<file path="config.mk">
export PLATFORM = sky130hd
export DESIGN_NAME = nest_irq_ctrl
export DESIGN_NICKNAME = d
export VERILOG_FILES = /design/src/rtl/nirq_pkg.sv /design/src/rtl/nirq_pend_track.sv /design/src/rtl/nirq_arbiter.sv /design/src/rtl/nirq_stack.sv /design/src/rtl/nest_irq_ctrl.sv
export SDC_FILE = /design/constraint.sdc
export NUM_CORES = 1
export LEC_CHECK = 0
export ABC_AREA = 1
export BUFFER_PORTS_ARGS = -buffer_cell sky130_fd_sc_hd__buf_2
export CORE_UTILIZATION = 51
export DETAILED_ROUTE_END_ITERATION = 12
export PLACE_DENSITY = 0.68
export SLEW_MARGIN = 20
export SYNTH_ARGS = -nofsm -noshare
export SYNTH_HDL_FRONTEND = slang
export SYNTH_SLANG_ARGS = --single-unit
</file>
<file path="constraint.sdc">
create_clock -name clk -period 23.6 [get_ports clk]
set_input_delay 2.36 -clock clk [delete_from_list [all_inputs] [get_ports clk]]
set_output_delay 2.36 -clock clk [all_outputs]
set_load 0.03 [all_outputs]
</file>
<file path="src/rtl/nirq_pkg.sv">
package nirq_pkg;
    // Urgency field width is fixed: eight levels, 0 most urgent.
    localparam int PRIO_W   = 3;
    localparam int LVL_W    = PRIO_W + 1;
    localparam logic [LVL_W-1:0] IDLE_LVL = LVL_W'(1 << PRIO_W);

    typedef enum logic [1:0] {
        CFG_PRIO = 2'd0,
        CFG_SET  = 2'd1,
        CFG_CLR  = 2'd2,
        CFG_NOP  = 2'd3
    } cfg_op_e;

    typedef enum logic {
        ST_IDLE = 1'b0,
        ST_RUN  = 1'b1
    } svc_state_e;
endpackage

</file>
<file path="src/rtl/nirq_pend_track.sv">
module nirq_pend_track
    import nirq_pkg::*;
#(
    parameter int N_LINES = 8,
    parameter int IDX_W   = 3
) (
    input  logic                             clk,
    input  logic                             rst_n,
    input  logic [N_LINES-1:0]               irq_in,
    input  logic                             prio_we,
    input  logic                             set_we,
    input  logic                             clr_we,
    input  logic [IDX_W-1:0]                 sw_idx,
    input  logic [PRIO_W-1:0]                sw_prio,
    input  logic                             ack_clr,
    input  logic [IDX_W-1:0]                 ack_idx,
    output logic [N_LINES-1:0]               pend_o,
    output logic [N_LINES-1:0][PRIO_W-1:0]   snap_o
);
    // One slice per request line: edge detect, urgency register,
    // pending flag and the level captured when the request arrived.
    for (genvar g = 0; g < N_LINES; g++) begin : g_line
        logic              irq_d;
        logic [PRIO_W-1:0] prio_q;
        logic              pend_q;
        logic [PRIO_W-1:0] snap_q;
        logic              sel_sw;
        logic              sel_ack;
        logic              rise;
        logic              set_now;
        logic              clr_now;

        assign sel_sw  = (sw_idx == IDX_W'(g));
        assign sel_ack = ack_clr && (ack_idx == IDX_W'(g));
        assign rise    = irq_in[g] && !irq_d;
        assign set_now = rise || (set_we && sel_sw);
        assign clr_now = sel_ack || (clr_we && sel_sw);

        always_ff @(posedge clk) begin
            if (!rst_n) begin
                irq_d  <= 1'b0;
                prio_q <= '1;
                pend_q <= 1'b0;
                snap_q <= '1;
            end else begin
                irq_d <= irq_in[g];
                if (prio_we && sel_sw) begin
                    prio_q <= sw_prio;
                end
                if (set_now) begin
                    pend_q <= 1'b1;
                    snap_q <= prio_q;   // value before this cycle's write
                end else if (clr_now) begin
                    pend_q <= 1'b0;
                end
            end
        end

        assign pend_o[g] = pend_q;
        assign snap_o[g] = snap_q;
    end
endmodule

</file>
<file path="src/rtl/nirq_arbiter.sv">
module nirq_arbiter
    import nirq_pkg::*;
#(
    parameter int N_LINES = 8,
    parameter int IDX_W   = 3
) (
    input  logic [N_LINES-1:0]             pend,
    input  logic [N_LINES-1:0][PRIO_W-1:0] snap,
    output logic                           best_valid,
    output logic [IDX_W-1:0]               best_idx,
    output logic [PRIO_W-1:0]              best_lvl
);
    // Linear scan from line 0 upward; strict comparison keeps the
    // lowest index among equal levels.
    always_comb begin
        best_valid = 1'b0;
        best_idx   = '0;
        best_lvl   = '1;
        for (int i = 0; i < N_LINES; i++) begin
            if (pend[i] && (!best_valid || (snap[i] < best_lvl))) begin
                best_valid = 1'b1;
                best_idx   = IDX_W'(i);
                best_lvl   = snap[i];
            end
        end
    end
endmodule

</file>
<file path="src/rtl/nirq_stack.sv">
module nirq_stack #(
    parameter int DEPTH  = 8,
    parameter int DATA_W = 7,
    parameter int CNT_W  = 4
) (
    input  logic              clk,
    input  logic              rst_n,
    input  logic              push,
    input  logic              pop,
    input  logic [DATA_W-1:0] push_data,
    output logic [DATA_W-1:0] top_data,
    output logic [CNT_W-1:0]  count
);
    localparam int PTR_W = (DEPTH > 1) ? $clog2(DEPTH) : 1;

    logic [DATA_W-1:0] mem [DEPTH];
    logic [CNT_W-1:0]  cnt_q;
    logic [PTR_W-1:0]  wr_ptr;
    logic [PTR_W-1:0]  rd_ptr;

    assign wr_ptr = PTR_W'(cnt_q);
    assign rd_ptr = PTR_W'(cnt_q - CNT_W'(1));

    always_ff @(posedge clk) begin
        if (!rst_n) begin
            cnt_q <= '0;
        end else if (push && (cnt_q != CNT_W'(DEPTH))) begin
            cnt_q <= cnt_q + CNT_W'(1);
        end else if (pop && (cnt_q != '0)) begin
            cnt_q <= cnt_q - CNT_W'(1);
        end
    end

    always_ff @(posedge clk) begin
        if (push && (cnt_q != CNT_W'(DEPTH))) begin
            mem[wr_ptr] <= push_data;
        end
    end

    assign top_data = (cnt_q != '0) ? mem[rd_ptr] : '0;
    assign count    = cnt_q;
endmodule

</file>
<file path="src/rtl/nest_irq_ctrl.sv">
module nest_irq_ctrl
    import nirq_pkg::*;
#(
    parameter  int N_LINES     = 8,
    parameter  int STACK_DEPTH = 8,
    localparam int IDX_W       = (N_LINES > 1) ? $clog2(N_LINES) : 1,
    localparam int CNT_W       = $clog2(STACK_DEPTH + 1)
) (
    input  logic               clk,
    input  logic               rst_n,
    input  logic [N_LINES-1:0] irq_in,
    input  logic               cfg_we,
    input  logic [1:0]         cfg_op,
    input  logic [IDX_W-1:0]   cfg_idx,
    input  logic [2:0]         cfg_prio,
    input  logic               entry_ack,
    input  logic               svc_done,
    output logic               req_valid,
    output logic [IDX_W-1:0]   req_vector,
    output logic [3:0]         run_level,
    output logic [IDX_W-1:0]   run_vector,
    output logic [CNT_W-1:0]   nest_depth,
    output logic [N_LINES-1:0] pending
);
    localparam int ENT_W = IDX_W + LVL_W;

    cfg_op_e                        op;
    logic                           prio_we, set_we, clr_we;
    logic [N_LINES-1:0]             pend;
    logic [N_LINES-1:0][PRIO_W-1:0] snap;
    logic                           best_valid;
    logic [IDX_W-1:0]               best_idx;
    logic [PRIO_W-1:0]              best_lvl;
    logic                           take;
    logic                           push, pop;
    logic [ENT_W-1:0]               top_data;
    logic [CNT_W-1:0]               stk_cnt;

    svc_state_e       state_q, state_d;
    logic [LVL_W-1:0] run_lvl_q, run_lvl_d;
    logic [IDX_W-1:0] run_vec_q, run_vec_d;

    assign op      = cfg_op_e'(cfg_op);
    assign prio_we = cfg_we && (op == CFG_PRIO);
    assign set_we  = cfg_we && (op == CFG_SET);
    assign clr_we  = cfg_we && (op == CFG_CLR);

    nirq_pend_track #(.N_LINES(N_LINES), .IDX_W(IDX_W)) u_track (
        .clk     (clk),
        .rst_n   (rst_n),
        .irq_in  (irq_in),
        .prio_we (prio_we),
        .set_we  (set_we),
        .clr_we  (clr_we),
        .sw_idx  (cfg_idx),
        .sw_prio (cfg_prio),
        .ack_clr (take),
        .ack_idx (best_idx),
        .pend_o  (pend),
        .snap_o  (snap)
    );

    nirq_arbiter #(.N_LINES(N_LINES), .IDX_W(IDX_W)) u_arb (
        .pend       (pend),
        .snap       (snap),
        .best_valid (best_valid),
        .best_idx   (best_idx),
        .best_lvl   (best_lvl)
    );

    // Preemption only for a strictly lower level number; idle is level 8.
    assign req_valid = best_valid && ({1'b0, best_lvl} < run_lvl_q);
    assign take      = entry_ack && req_valid;
    assign push      = take && (state_q == ST_RUN);
    assign pop       = !take && svc_done && (state_q == ST_RUN) && (stk_cnt != '0);

    nirq_stack #(.DEPTH(STACK_DEPTH), .DATA_W(ENT_W), .CNT_W(CNT_W)) u_stack (
        .clk       (clk),
        .rst_n     (rst_n),
        .push      (push),
        .pop       (pop),
        .push_data ({run_vec_q, run_lvl_q}),
        .top_data  (top_data),
        .count     (stk_cnt)
    );

    // State register
    always_ff @(posedge clk) begin
        if (!rst_n) begin
            state_q   <= ST_IDLE;
            run_lvl_q <= IDLE_LVL;
            run_vec_q <= '0;
        end else begin
            state_q   <= state_d;
            run_lvl_q <= run_lvl_d;
            run_vec_q <= run_vec_d;
        end
    end

    // Transitions: ENTER, PREEMPT, RESUME, RETIRE
    always_comb begin
        state_d   = state_q;
        run_lvl_d = run_lvl_q;
        run_vec_d = run_vec_q;
        unique case (state_q)
            ST_IDLE: begin
                if (take) begin                       // ENTER
                    state_d   = ST_RUN;
                    run_lvl_d = {1'b0, best_lvl};
                    run_vec_d = best_idx;
                end
            end
            ST_RUN: begin
                if (take) begin                       // PREEMPT
                    run_lvl_d = {1'b0, best_lvl};
                    run_vec_d = best_idx;
                end else if (svc_done) begin
                    if (stk_cnt != '0) begin          // RESUME
                        run_lvl_d = top_data[LVL_W-1:0];
                        run_vec_d = top_data[ENT_W-1:LVL_W];
                    end else begin                    // RETIRE
                        state_d   = ST_IDLE;
                        run_lvl_d = IDLE_LVL;
                        run_vec_d = '0;
                    end
                end
            end
            default: state_d = ST_IDLE;
        endcase
    end

    assign req_vector = best_idx;
    assign run_level  = run_lvl_q;
    assign run_vector = run_vec_q;
    assign nest_depth = stk_cnt;
    assign pending    = pend;
endmodule

</file>
==> impl_results.md, run 1 <==
* Number of setup violations in the final report at 0
* Most common cell after layout, fill and taps aside: sky130_fd_sc_hd__nand2_1
* Seq/Total Area, Yosys at 0.499
* Post-detailed-route via-to-cell ratio at 5.35
* Delay contributed by the slowest stage of the critical path at 0.33 ns
* H-tree level count at 4
* Crit-path slowest cell: sky130_fd_sc_hd__dfxtp_1
* Outcome: complete, no violations
* Type of origin of the critical path: flop
* Non-filler instance count after layout at 1027
* Synth Instances at 812
* Final-report hold violation count at 0
* Maximum capacitance violations at 0
* Portion of synthesized cell area occupied by the leading cell type at 0.262
* Routability Congestion at 0.930
* Final WS setup at 13.31 ns
* Seq cells post-synth at 132
* Average routed wire per standard cell at 15.1 um
* Clock Sink Count at 132
* Number of hold-repair buffers added at the cts stage at 0
* Post-Synthesis Cell Area at 6410 um^2
* Power density normalized to cell area at 91.9 nW/um^2
* Largest cells by area after synthesis: sky130_fd_sc_hd__edfxtp_1, sky130_fd_sc_hd__dfxtp_1, sky130_fd_sc_hd__nand2_1
* Detailed-route via count at 5494
* TritonCTS clock tree: built
* Total count of max-transition violations in the final report at 0
* Critical path start-end classification: reg -> out
* Setup total negative slack at 0 ns
* Class of the worst hold path: reg -> reg
* Startpoint of the most critical setup path: u_track.g_line[0].snap_q[1]
* Fraction of layout cells with a size suffix above 1 at 0.119
* Reg-to-reg startpoint: u_track.g_line[0].snap_q[1]
* Number of buffers added by the clock tree synthesis step at 17
* Reg2reg end: u_stack.mem[3][1]
* Total inserted antenna cells at 0
* DRC violation count after routing at 0
* Worst-Margin Slew at 0.874 ns
* Number of synthesis warnings at 0
* Peak ir drop on the vdd network at 0.0381 mV
* Slack of the worst reg-to-reg path at 15.02 ns
* Max Fanout on Critical Path at 8
* Clk_lat worst skew at 0.42 ns
* Area growth, synth to finish at 13.4%
* Library cells used by synthesis at 40
* Worst slack at placement at 13.77 ns
* Library cell with the largest summed area after synthesis: sky130_fd_sc_hd__edfxtp_1
* Placeable core area at 12100 um^2
* Number of instances in the placed design at 995
* Via count of the first global-routing pass at 5064
* Clk Tree Root Cell: sky130_fd_sc_hd__clkbuf_16
* First-pass GRT wire length at 24.6 mm
* Count of port buffers added during placement at 43
* Maximum number of buffers from clock root to sink at 2
* Cell with the most instances on the worst path: sky130_fd_sc_hd__nand2_1
* Gr usage total at 0.251
* Count of standard-cell rows at 40
* Largest net degree at the start of global routing at 51
* Static leakage power at 3.35 nW
* Iter 0 DRT Violations at 357
* Final Routed Wirelength at 15.5 mm
* Syn_area_per_cell at 7.90 um^2
* Synth Net Count at 844
* Width of the chip at 114 um
* Slew Limit Headroom at 0.413
* Endpoint required time on the critical path at 21.24 ns
* Router iterations before antenna repair at 5
* Commonest cells after routing, fill and taps aside: sky130_fd_sc_hd__nand2_1, sky130_fd_sc_hd__inv_1, sky130_fd_sc_hd__nor2_1
* Fin crit period at 10.29 ns
* Max frequency at 97.1 MHz
* Postcts setup bufs at 0
* Count of nets after finishing at 878
* RSZ-0062 raised after global routing: no
* Number of nets with antenna violations after routing at 0
* Worst path arrival time at 7.93 ns
* Clock-pin transition on the worst setup and hold timing paths at 0.06 ns
* Worst setup path endpoint: req_valid
* Die outline area at 13000 um^2
* Number of cells on the worst reg-to-reg path at 63
* Starting Density at 0.530
* Die Y-Extent at 114 um
* Count of cells resized by post-cts repair at 0
* Dpl hpwl at 10.9 mm
* Final cycle utilization of the critical path at 0.436
* Congestion Overflow GR at 0
* Number of top-level pins at 44
* Number of antenna violations at the first check in global routing at 0
* Worst clock skew on the final layout at 0.0107 ns
* Kind of end point of the critical path: output pin
## cell usage after synthesis, drive strengths merged
master / instances
buf: 14
or2: 1
o21ai: 65
inv: 115
a21boi: 7
o31ai: 1
a221oi: 2
nor3: 12
o22ai: 6
o211ai: 4
dfxtp: 76
clkinv: 2
nand2: 196
nand3: 79
xor2: 3
a21oi: 40
ha: 11
xnor2: 1
edfxtp: 56
nand4: 7
o21bai: 4
o311ai: 1
nor2: 79
clkbuf: 18
and2: 1
nor3b: 1
a31oi: 3
o221ai: 5
o21a: 1
a22oi: 1
## final cells by class
cell class | instances | area [um^2]
Clock buffer | 19 | 443
Clock inverter | 13 | 131
Fill cell | 1138 | 4830
Inverter | 117 | 439
Multi-Input combinational cell | 531 | 2610
Sequential cell | 132 | 3200
Tap cell | 168 | 210
Timing Repair Buffer | 47 | 245
## power by group
part,total (mW),switching (mW),leakage [nW],internal [mW]
Combinational,0.143,0.0994,1.94,0.0431
Sequential,0.271,0.0161,1.13,0.255
Clock,0.256,0.0981,0.275,0.158
Total,0.669,0.214,3.35,0.455
## sequential cells by signal (all words and copies together) (netlist names)
register and flops:
run_vector 3, u_track.g_line.prio_q 24, u_stack.count 4, u_stack.mem 56
run_level 4, u_track.g_line.pend_q 8, u_track.g_line.irq_d 8, u_track.g_line.snap_q 24
state_q 1
## stage by stage
stage	hold WS, ns	utilization	cell area [um^2]	power, mW
final	0.458	0.601	7280	0.669
after global routing	0.477	0.601	7280	0.701
after CTS	0.458	0.600	7270	0.673
after detailed placement	0.443	0.553	6700	0.417
after global placement	0.442	0.553	6700	0.414
after floorplan	0.429	-	6410	0.379
## routing by layer
| layer | global-route usage | vias up | routed length [um] |
|---|---|---|---|
| li1 | - | 2732 | - |
| met1 | 0.312 | 2566 | 6870 |
| met2 | 0.421 | 165 | 7490 |
| met3 | 0.0498 | 31 | 778 |
| met4 | 0.116 | 0 | 336 |
| met5 | 0 | - | 0 |
## worst min-delay path by stage
stage | to | slack [ns] | from | cells after the start
2_1_floorplan | u_track.g_line[0].prio_q[0] | 0.43 | u_track.g_line[0].prio_q[0] | 2
3_3_place_gp | u_track.g_line[7].prio_q[0] | 0.44 | u_track.g_line[7].prio_q[0] | 2
3_5_place_dp | u_track.g_line[4].prio_q[0] | 0.44 | u_track.g_line[4].prio_q[0] | 2
4_1_cts | u_track.g_line[4].prio_q[0] | 0.46 | u_track.g_line[4].prio_q[0] | 2
5_1_grt | u_track.g_line[4].prio_q[0] | 0.48 | u_track.g_line[4].prio_q[0] | 2
6_report | u_track.g_line[7].prio_q[2] | 0.46 | u_track.g_line[7].prio_q[2] | 2
## worst max-delay path, delay by kind of cell (launching register included)
family / cells / cell delay [ns]
AO/OA/AOI/OAI: 9 / 2.10
adder cells (fa/ha/maj): 7 / 1.95
buffers and inverters: 10 / 0.68
flip-flops: 1 / 0.33
AND/OR/NAND/NOR: 34 / 2.45
## kinds of logic (layout without fill, tap and decap cells)
| group | Yosys count | count (layout) | share of synthesized area |
|---|---|---|---|
| xor gates and xnor gates | 4 | 4 | 0.00546 |
| buffers and inverters | 149 | 196 | 0.0954 |
| adders and majority gates | 11 | 11 | 0.0215 |
| AOI/OAI and AO/OA | 140 | 140 | 0.123 |
| DFF | 132 | 132 | 0.499 |
| and+or+nand+nor | 376 | 376 | 0.256 |
Power figures use the tool's default switching activity.
==> run 2, diff against run 1 <==
--- a/config.mk
+++ b/config.mk
@@ -9,7 +9,7 @@
 export BUFFER_PORTS_ARGS = -buffer_cell sky130_fd_sc_hd__buf_2
 export CORE_UTILIZATION = 51
 export DETAILED_ROUTE_END_ITERATION = 12
-export PLACE_DENSITY = 0.68
+export PLACE_DENSITY = 0.71
 export SLEW_MARGIN = 20
 export SYNTH_ARGS = -nofsm -noshare
 export SYNTH_HDL_FRONTEND = slang
==> constraint.sdc (replaced) <==
create_clock -name clk -period 8.33 [get_ports clk]
set_input_delay 0.833 -clock clk [delete_from_list [all_inputs] [get_ports clk]]
set_output_delay 0.833 -clock clk [all_outputs]
set_load 0.03 [all_outputs]
==> run 2 against run 1 <==
  * Routed wire length grew 8.7%
  * Worst hold slack better by 0.0059 ns
  * Combinational power rose to 3.4 times the previous value
  * Sequential share of layout area is 2.5 points lower
  * Setup slack worse by 13 ns
  * Utilization up 3.9 points
==> impl_results.md, run 2 (synthesized netlist as in run 1, its figures left out) <==
* Outcome: complete, no violations
* Delay contributed by the slowest stage of the critical path at 0.34 ns (about the same)
* Kind of end point of the critical path: output pin
* Clock-pin transition on the worst setup and hold timing paths at 0.06 ns (about the same)
* Static leakage power at 3.56 nW (+6.4%)
* Critical path start-end classification: reg -> out
* Post-detailed-route via-to-cell ratio at 5.50 (+2.8%)
* Clk_lat worst skew at 0.43 ns (about the same)
* Setup total negative slack at 0 ns (unchanged)
* Power density normalized to cell area at 258 nW/um^2 (+180%)
* Clk Tree Root Cell: sky130_fd_sc_hd__clkbuf_16
* Final cycle utilization of the critical path at 0.985
* Count of nets after finishing at 907 (+3.3%)
* Post-layout total power at 2.00 mW (+200%)
* Final Routed Wirelength at 16.8 mm (+8.7%)
* Cell with the most instances on the worst path: sky130_fd_sc_hd__nand2_2
* Final-report hold violation count at 0 (unchanged)
* Type of origin of the critical path: flop
* Post-layout instance area at 7750 um^2 (+6.4%)
* Average routed wire per standard cell at 15.9 um (+5.7%)
* Worst path arrival time at 7.37 ns (-0.56 ns)
* Fin crit period at 8.20 ns
* Endpoint required time on the critical path at 7.50 ns (-13.74 ns)
* Total count of max-transition violations in the final report at 0 (unchanged)
* Area after detailed placement at 6740 um^2 (+0.67%)
* Placeable core area at 12100 um^2 (unchanged)
* Die outline area at 13000 um^2 (unchanged)
* Clock Sink Count at 132 (unchanged)
* Die Y-Extent at 114 um (unchanged)
* TritonCTS clock tree: built
* Number of instances in the placed design at 1001 (+0.60%)
* Peak ir drop on the vdd network at 0.168 mV (+340%)
* Worst-Margin Slew at 0.973 ns (+0.0992 ns)
* Fraction of layout cells with a size suffix above 1 at 0.188 (+0.0693)
* Most flop-heavy register: u_stack.mem
* Area growth, synth to finish at 20.8%
* Max Fanout on Critical Path at 8 (unchanged)
* Via count of the first global-routing pass at 5283 (+4.3%)
* Count of standard-cell rows at 40 (unchanged)
* Regs by FF count: u_stack.mem x56, u_track.g_line.prio_q x24, u_track.g_line.snap_q x24
* Number of buffers added by the clock tree synthesis step at 17 (unchanged)
* Commonest cells after routing, fill and taps aside: sky130_fd_sc_hd__nand2_1, sky130_fd_sc_hd__inv_1, sky130_fd_sc_hd__nand3_1, sky130_fd_sc_hd__nor2_1, sky130_fd_sc_hd__dfxtp_1
* DRC violation count after routing at 0 (unchanged)
* Filler cells at 1009 (-11%)
* Largest net degree at the start of global routing at 50 (-2.0%)
* Router iterations before antenna repair at 5 (unchanged)
* Layout Utilization at 0.640 (+0.0387)
* First-pass GRT wire length at 25.5 mm (+3.4%)
* Class of the worst hold path: reg -> reg
* Detailed-route via count at 5810 (+5.8%)
* Maximum number of buffers from clock root to sink at 2 (unchanged)
* Maximum capacitance violations at 0 (unchanged)
* H-tree level count at 4 (unchanged)
* Number of hold-repair buffers added at the cts stage at 0 (unchanged)
* Number of antenna violations at the first check in global routing at 0 (unchanged)
* Gr usage total at 0.254 (+0.00302)
* Number of nets with antenna violations after routing at 0 (unchanged)
* Width of the chip at 114 um (unchanged)
* Worst hold slack after final layout at 0.464 ns (+0.00594 ns)
* Slew Limit Headroom at 0.351 (-0.0624)
* Count of port buffers added during placement at 43 (unchanged)
* Final WS setup at 0.127 ns (-13.18 ns)
* Most common cell after layout, fill and taps aside: sky130_fd_sc_hd__nand2_1
* Slack of the worst reg-to-reg path at 0.38 ns (-14.64 ns)
* Dpl hpwl at 11.2 mm (+2.2%)
* Max frequency at 122 MHz
* Number of setup violations in the final report at 0 (unchanged)
* Number of top-level pins at 44 (unchanged)
* Starting Density at 0.530 (unchanged)
* Iter 0 DRT Violations at 592 (+66%)
* Crit-path slowest cell: sky130_fd_sc_hd__dfxtp_2
* Worst clock skew on the final layout at 0.00662 ns (-0.00412 ns)
* Congestion Overflow GR at 0 (unchanged)
* Flip-flop count of the largest register, all copies and words added at 56 (unchanged)
* Routability Congestion at 0.927 (-0.30%)
* Non-filler instance count after layout at 1056 (+2.8%)
* Worst slack at placement at -0.0584 ns (-13.83 ns)
* Total inserted antenna cells at 0 (unchanged)
## run 2: critical path: cells and delay by family, from the launching register on
family | cells | cell delay [ns]
AOI/OAI and AO/OA | 9 | 1.42
DFF | 1 | 0.34
adders and majority gates | 6 | 1.60
buffers and inverters | 7 | 0.49
and+or+nand+nor | 38 | 3.10
## run 2: worst paths after layout
path,cells past startpoint,from,to
max,60,u_track.g_line[0].snap_q[1],req_valid
max reg2reg,65,u_track.g_line[0].snap_q[1],u_stack.mem[6][4]
min,2,u_track.g_line[5].prio_q[2],u_track.g_line[5].snap_q[2]
min reg2reg,2,u_track.g_line[5].prio_q[2],u_track.g_line[5].snap_q[2]
## run 2: timing repair
action                     in CTS  in global routing
pin swaps                       0                 37
setup buffers                   0                 23
resized for setup              10                 55
setup endpoints to repair      21                 74
## run 2: layout make-up
| type | instances | area (um^2) | area share |
|---|---|---|---|
| Timing Repair Buffer | 76 | 473 | 0.0611 |
| Sequential cell | 132 | 3210 | 0.415 |
| Tap cell | 168 | 210 | 0.0271 |
| Multi-Input combinational cell | 531 | 2820 | 0.364 |
| Inverter | 117 | 439 | 0.0567 |
| Clock inverter | 14 | 160 | 0.0207 |
| Clock buffer | 18 | 429 | 0.0554 |
## run 2: per-layer routing
layer	share of wire	global-route usage	vias up
li1	-	-	2796
met1	0.46	0.361	2713
met2	0.44	0.377	263
met3	0.081	0.0593	38
met4	0.021	0.0935	0
met5	0	0	-
## run 2: report_power, final
| part | leakage (nW) | total, mW | switching [mW] | internal, mW |
|---|---|---|---|---|
| registers | 1.13 | 0.768 | 0.0471 | 0.721 |
| logic | 2.14 | 0.483 | 0.317 | 0.166 |
| clock network | 0.289 | 0.747 | 0.279 | 0.468 |
| total | 3.56 | 2.00 | 0.644 | 1.35 |
==> run 3, diff against run 2 <==
--- a/config.mk
+++ b/config.mk
@@ -6,10 +6,10 @@
 export NUM_CORES = 1
 export LEC_CHECK = 0
 export ABC_AREA = 1
-export BUFFER_PORTS_ARGS = -buffer_cell sky130_fd_sc_hd__buf_2
 export CORE_UTILIZATION = 51
 export DETAILED_ROUTE_END_ITERATION = 12
-export PLACE_DENSITY = 0.71
+export DONT_BUFFER_PORTS = 1
+export PLACE_DENSITY = 0.68
 export SLEW_MARGIN = 20
 export SYNTH_ARGS = -nofsm -noshare
 export SYNTH_HDL_FRONTEND = slang
==> run 3 against run 2 <==
  * Critical path type unchanged
  * Clock power increased by 5.2%
  * Maximum frequency rose by 1.5%
  * Clock-buffer cell count decreased by 1
  * Global-route usage shrank 0.42 points
  * Final area decreased by 2.0%
  * Sequential share of layout area is 0.84 points higher
  * Flip-flop and latch count unchanged
  * Setup slack better by 0.12 ns
  * Largest cell class unchanged
  * Sequential power up 3.9%
==> impl_results.md, run 3 (synthesized netlist as in run 1, its figures left out) <==
* Outcome: complete, no violations
* Worst path arrival time at 7.25 ns (-0.12 ns)
* Global-route track usage on met3 at 0.0646 (+0.00529)
* Post-detailed-route via-to-cell ratio at 5.51 (+0.19%)
* Class of the worst hold path: reg -> reg
* Final-report hold violation count at 0 (unchanged)
* Peak ir drop on the vdd network at 0.191 mV (+14%)
* Max Fanout on Critical Path at 7 (-1)
* Power density normalized to cell area at 266 nW/um^2 (+3.0%)
* Maximum number of buffers from clock root to sink at 2 (unchanged)
* Number of buffers added by the clock tree synthesis step at 17 (unchanged)
* Number of top-level pins at 44 (unchanged)
* Final Routed Wirelength at 16.4 mm (-2.7%)
* Iter 0 DRT Violations at 566 (-4.4%)
* Placeable core area at 12100 um^2 (unchanged)
* Total count of max-transition violations in the final report at 0 (unchanged)
* Width of the chip at 114 um (unchanged)
* Number of setup violations in the final report at 0 (unchanged)
* H-tree level count at 4 (unchanged)
* Static leakage power at 3.39 nW (-4.8%)
* Kind of end point of the critical path: output pin
* Maximum capacitance violations at 0 (unchanged)
* Final cycle utilization of the critical path at 0.970 (-0.0143)
* Routability Congestion at 0.871 (-6.1%)
* Number of instances in the placed design at 960 (-4.1%)
* GRT met2 Usage at 0.421 (+0.0440)
* Congestion Overflow GR at 0 (unchanged)
* DRC violation count after routing at 0 (unchanged)
* Number of antenna violations at the first check in global routing at 0 (unchanged)
* Die Y-Extent at 114 um (unchanged)
* Critical path start-end classification: reg -> out
* Slew Limit Headroom at 0.367 (+0.0163)
* TritonCTS clock tree: built
* Worst-Margin Slew at 0.942 ns (-0.0307 ns)
* Final WS setup at 0.246 ns (+0.119 ns)
* Filler cells at 1053 (+4.4%)
* Area growth, synth to finish at 18.4%
* Fin crit period at 8.08 ns (-0.119 ns)
* Endpoint required time on the critical path at 7.50 ns (about the same)
* Clk Tree Root Cell: sky130_fd_sc_hd__clkbuf_16
* Dpl hpwl at 11.0 mm (-1.4%)
* Via count of the first global-routing pass at 5146 (-2.6%)
* Starting Density at 0.530 (unchanged)
* Detailed-route via count at 5584 (-3.9%)
* Crit-path slowest cell: sky130_fd_sc_hd__dfxtp_2
* Count of port buffers added during placement at 0 (-100%)
* Met1 global-route usage at 0.309 (-0.0517)
* Flip-flop count of the largest register, all copies and words added at 56 (unchanged)
* Clock Sink Count at 132 (unchanged)
* First-pass GRT wire length at 24.8 mm (-2.5%)
* Post-layout total power at 2.02 mW (+0.92%)
* Regs by FF count: u_stack.mem x56, u_track.g_line.prio_q x24, u_track.g_line.snap_q x24
* Max frequency at 124 MHz (+1.5%)
* Worst hold slack after final layout at 0.459 ns (-0.00505 ns)
* Cell with the most instances on the worst path: sky130_fd_sc_hd__nand2_2
* Type of origin of the critical path: flop
* Router iterations before antenna repair at 5 (unchanged)
* Delay contributed by the slowest stage of the critical path at 0.36 ns (+0.02 ns)
* Setup total negative slack at 0 ns (unchanged)
* Non-filler instance count after layout at 1013 (-4.1%)
* Average routed wire per standard cell at 16.2 um (+1.4%)
* Worst slack at placement at -0.0759 ns (-0.0175 ns)
* Commonest cells after routing, fill and taps aside: sky130_fd_sc_hd__nand2_1, sky130_fd_sc_hd__inv_1, sky130_fd_sc_hd__nand3_1, sky130_fd_sc_hd__nor2_1, sky130_fd_sc_hd__dfxtp_1
* Gr usage total at 0.249 (-0.00420)
* Most common cell after layout, fill and taps aside: sky130_fd_sc_hd__nand2_1
* Count of standard-cell rows at 40 (unchanged)
* Count of nets after finishing at 864 (-4.7%)
* Number of hold-repair buffers added at the cts stage at 0 (unchanged)
* Clk_lat worst skew at 0.43 ns (about the same)
* Total inserted antenna cells at 0 (unchanged)
* Number of nets with antenna violations after routing at 0 (unchanged)
* Worst clock skew on the final layout at 0.0101 ns (+0.00353 ns)
* Largest net degree at the start of global routing at 51 (+2.0%)
* Most crowded layer after global routing: met2
* Clock-pin transition on the worst setup and hold timing paths at 0.06 ns (about the same)
* Most flop-heavy register: u_stack.mem
* Fraction of layout cells with a size suffix above 1 at 0.161 (-0.0271)
* Die outline area at 13000 um^2 (unchanged)
## run 3: cell types whose count changed in the layout (fill, tap and decap cells not counted), sizes merged
cell    before  now
inv        118  122
buf         76   33
clkinv       9    6
clkbuf      18   17
## run 3: cell type report
| class | instances | area [um^2] | share of cell area |
|---|---|---|---|
| clock buffer | 17 | 425 | 0.0560 |
| clock inverter | 15 | 196 | 0.0259 |
| inverter | 117 | 439 | 0.0578 |
| multi-input combinational | 531 | 2860 | 0.376 |
| sequential | 132 | 3210 | 0.423 |
| tap | 168 | 210 | 0.0277 |
| timing repair buffer | 33 | 251 | 0.0331 |
## run 3: worst max-delay path, delay by kind of cell (launching register included)
| kind | cells | cell delay (ns) |
|---|---|---|
| AOI/OAI and AO/OA | 8 | 1.20 |
| adders and majority gates | 7 | 1.76 |
| buffers and inverters | 7 | 0.39 |
| DFF | 1 | 0.36 |
| and+or+nand+nor | 39 | 3.11 |
## run 3: timing repair
| item | 4_1_cts | 5_1_grt |
|---|---|---|
| gates resized for setup | 10 | 62 |
| pin swaps | 0 | 27 |
| hold endpoints to repair | 0 | 0 |
| gates cloned | 0 | 0 |
| buffers inserted | 0 | 21 |
| endpoints found under the setup margin | 43 | 74 |
## run 3: where the power goes
| part | total (mW) | internal [mW] | leakage (nW) | switching (mW) |
|---|---|---|---|---|
| sequential | 0.798 | 0.721 | 1.13 | 0.0771 |
| combinational | 0.433 | 0.151 | 1.96 | 0.282 |
| clock | 0.786 | 0.479 | 0.302 | 0.306 |
| total | 2.02 | 1.35 | 3.39 | 0.665 |
## run 3: metrics by stage
step	area, um^2	util
6_report	7590	0.627
5_1_grt	7590	0.627
4_1_cts	7180	0.593
3_5_place_dp	6540	0.540
3_3_place_gp	6540	0.540
2_1_floorplan	6410	-
## run 3: final timing paths
| kind | startpoint | to | slack (ns) | cells after the start |
|---|---|---|---|---|
| setup reg to reg | u_track.g_line[0].pend_q | u_stack.mem[1][3] | 0.54 | 66 |
| setup / recovery | u_track.g_line[0].pend_q | req_valid | 0.25 | 61 |
| hold reg to reg | u_track.g_line[4].prio_q[2] | u_track.g_line[4].snap_q[2] | 0.46 | 2 |
| hold / removal | u_track.g_line[4].prio_q[2] | u_track.g_line[4].snap_q[2] | 0.46 | 2 |
## run 3: routing by layer
metal | up-vias | part of all wire
li1 | 2706 | -
met1 | 2659 | 0.44
met2 | 193 | 0.49
met3 | 26 | 0.061
met4 | 0 | 0.014
met5 | - | 0
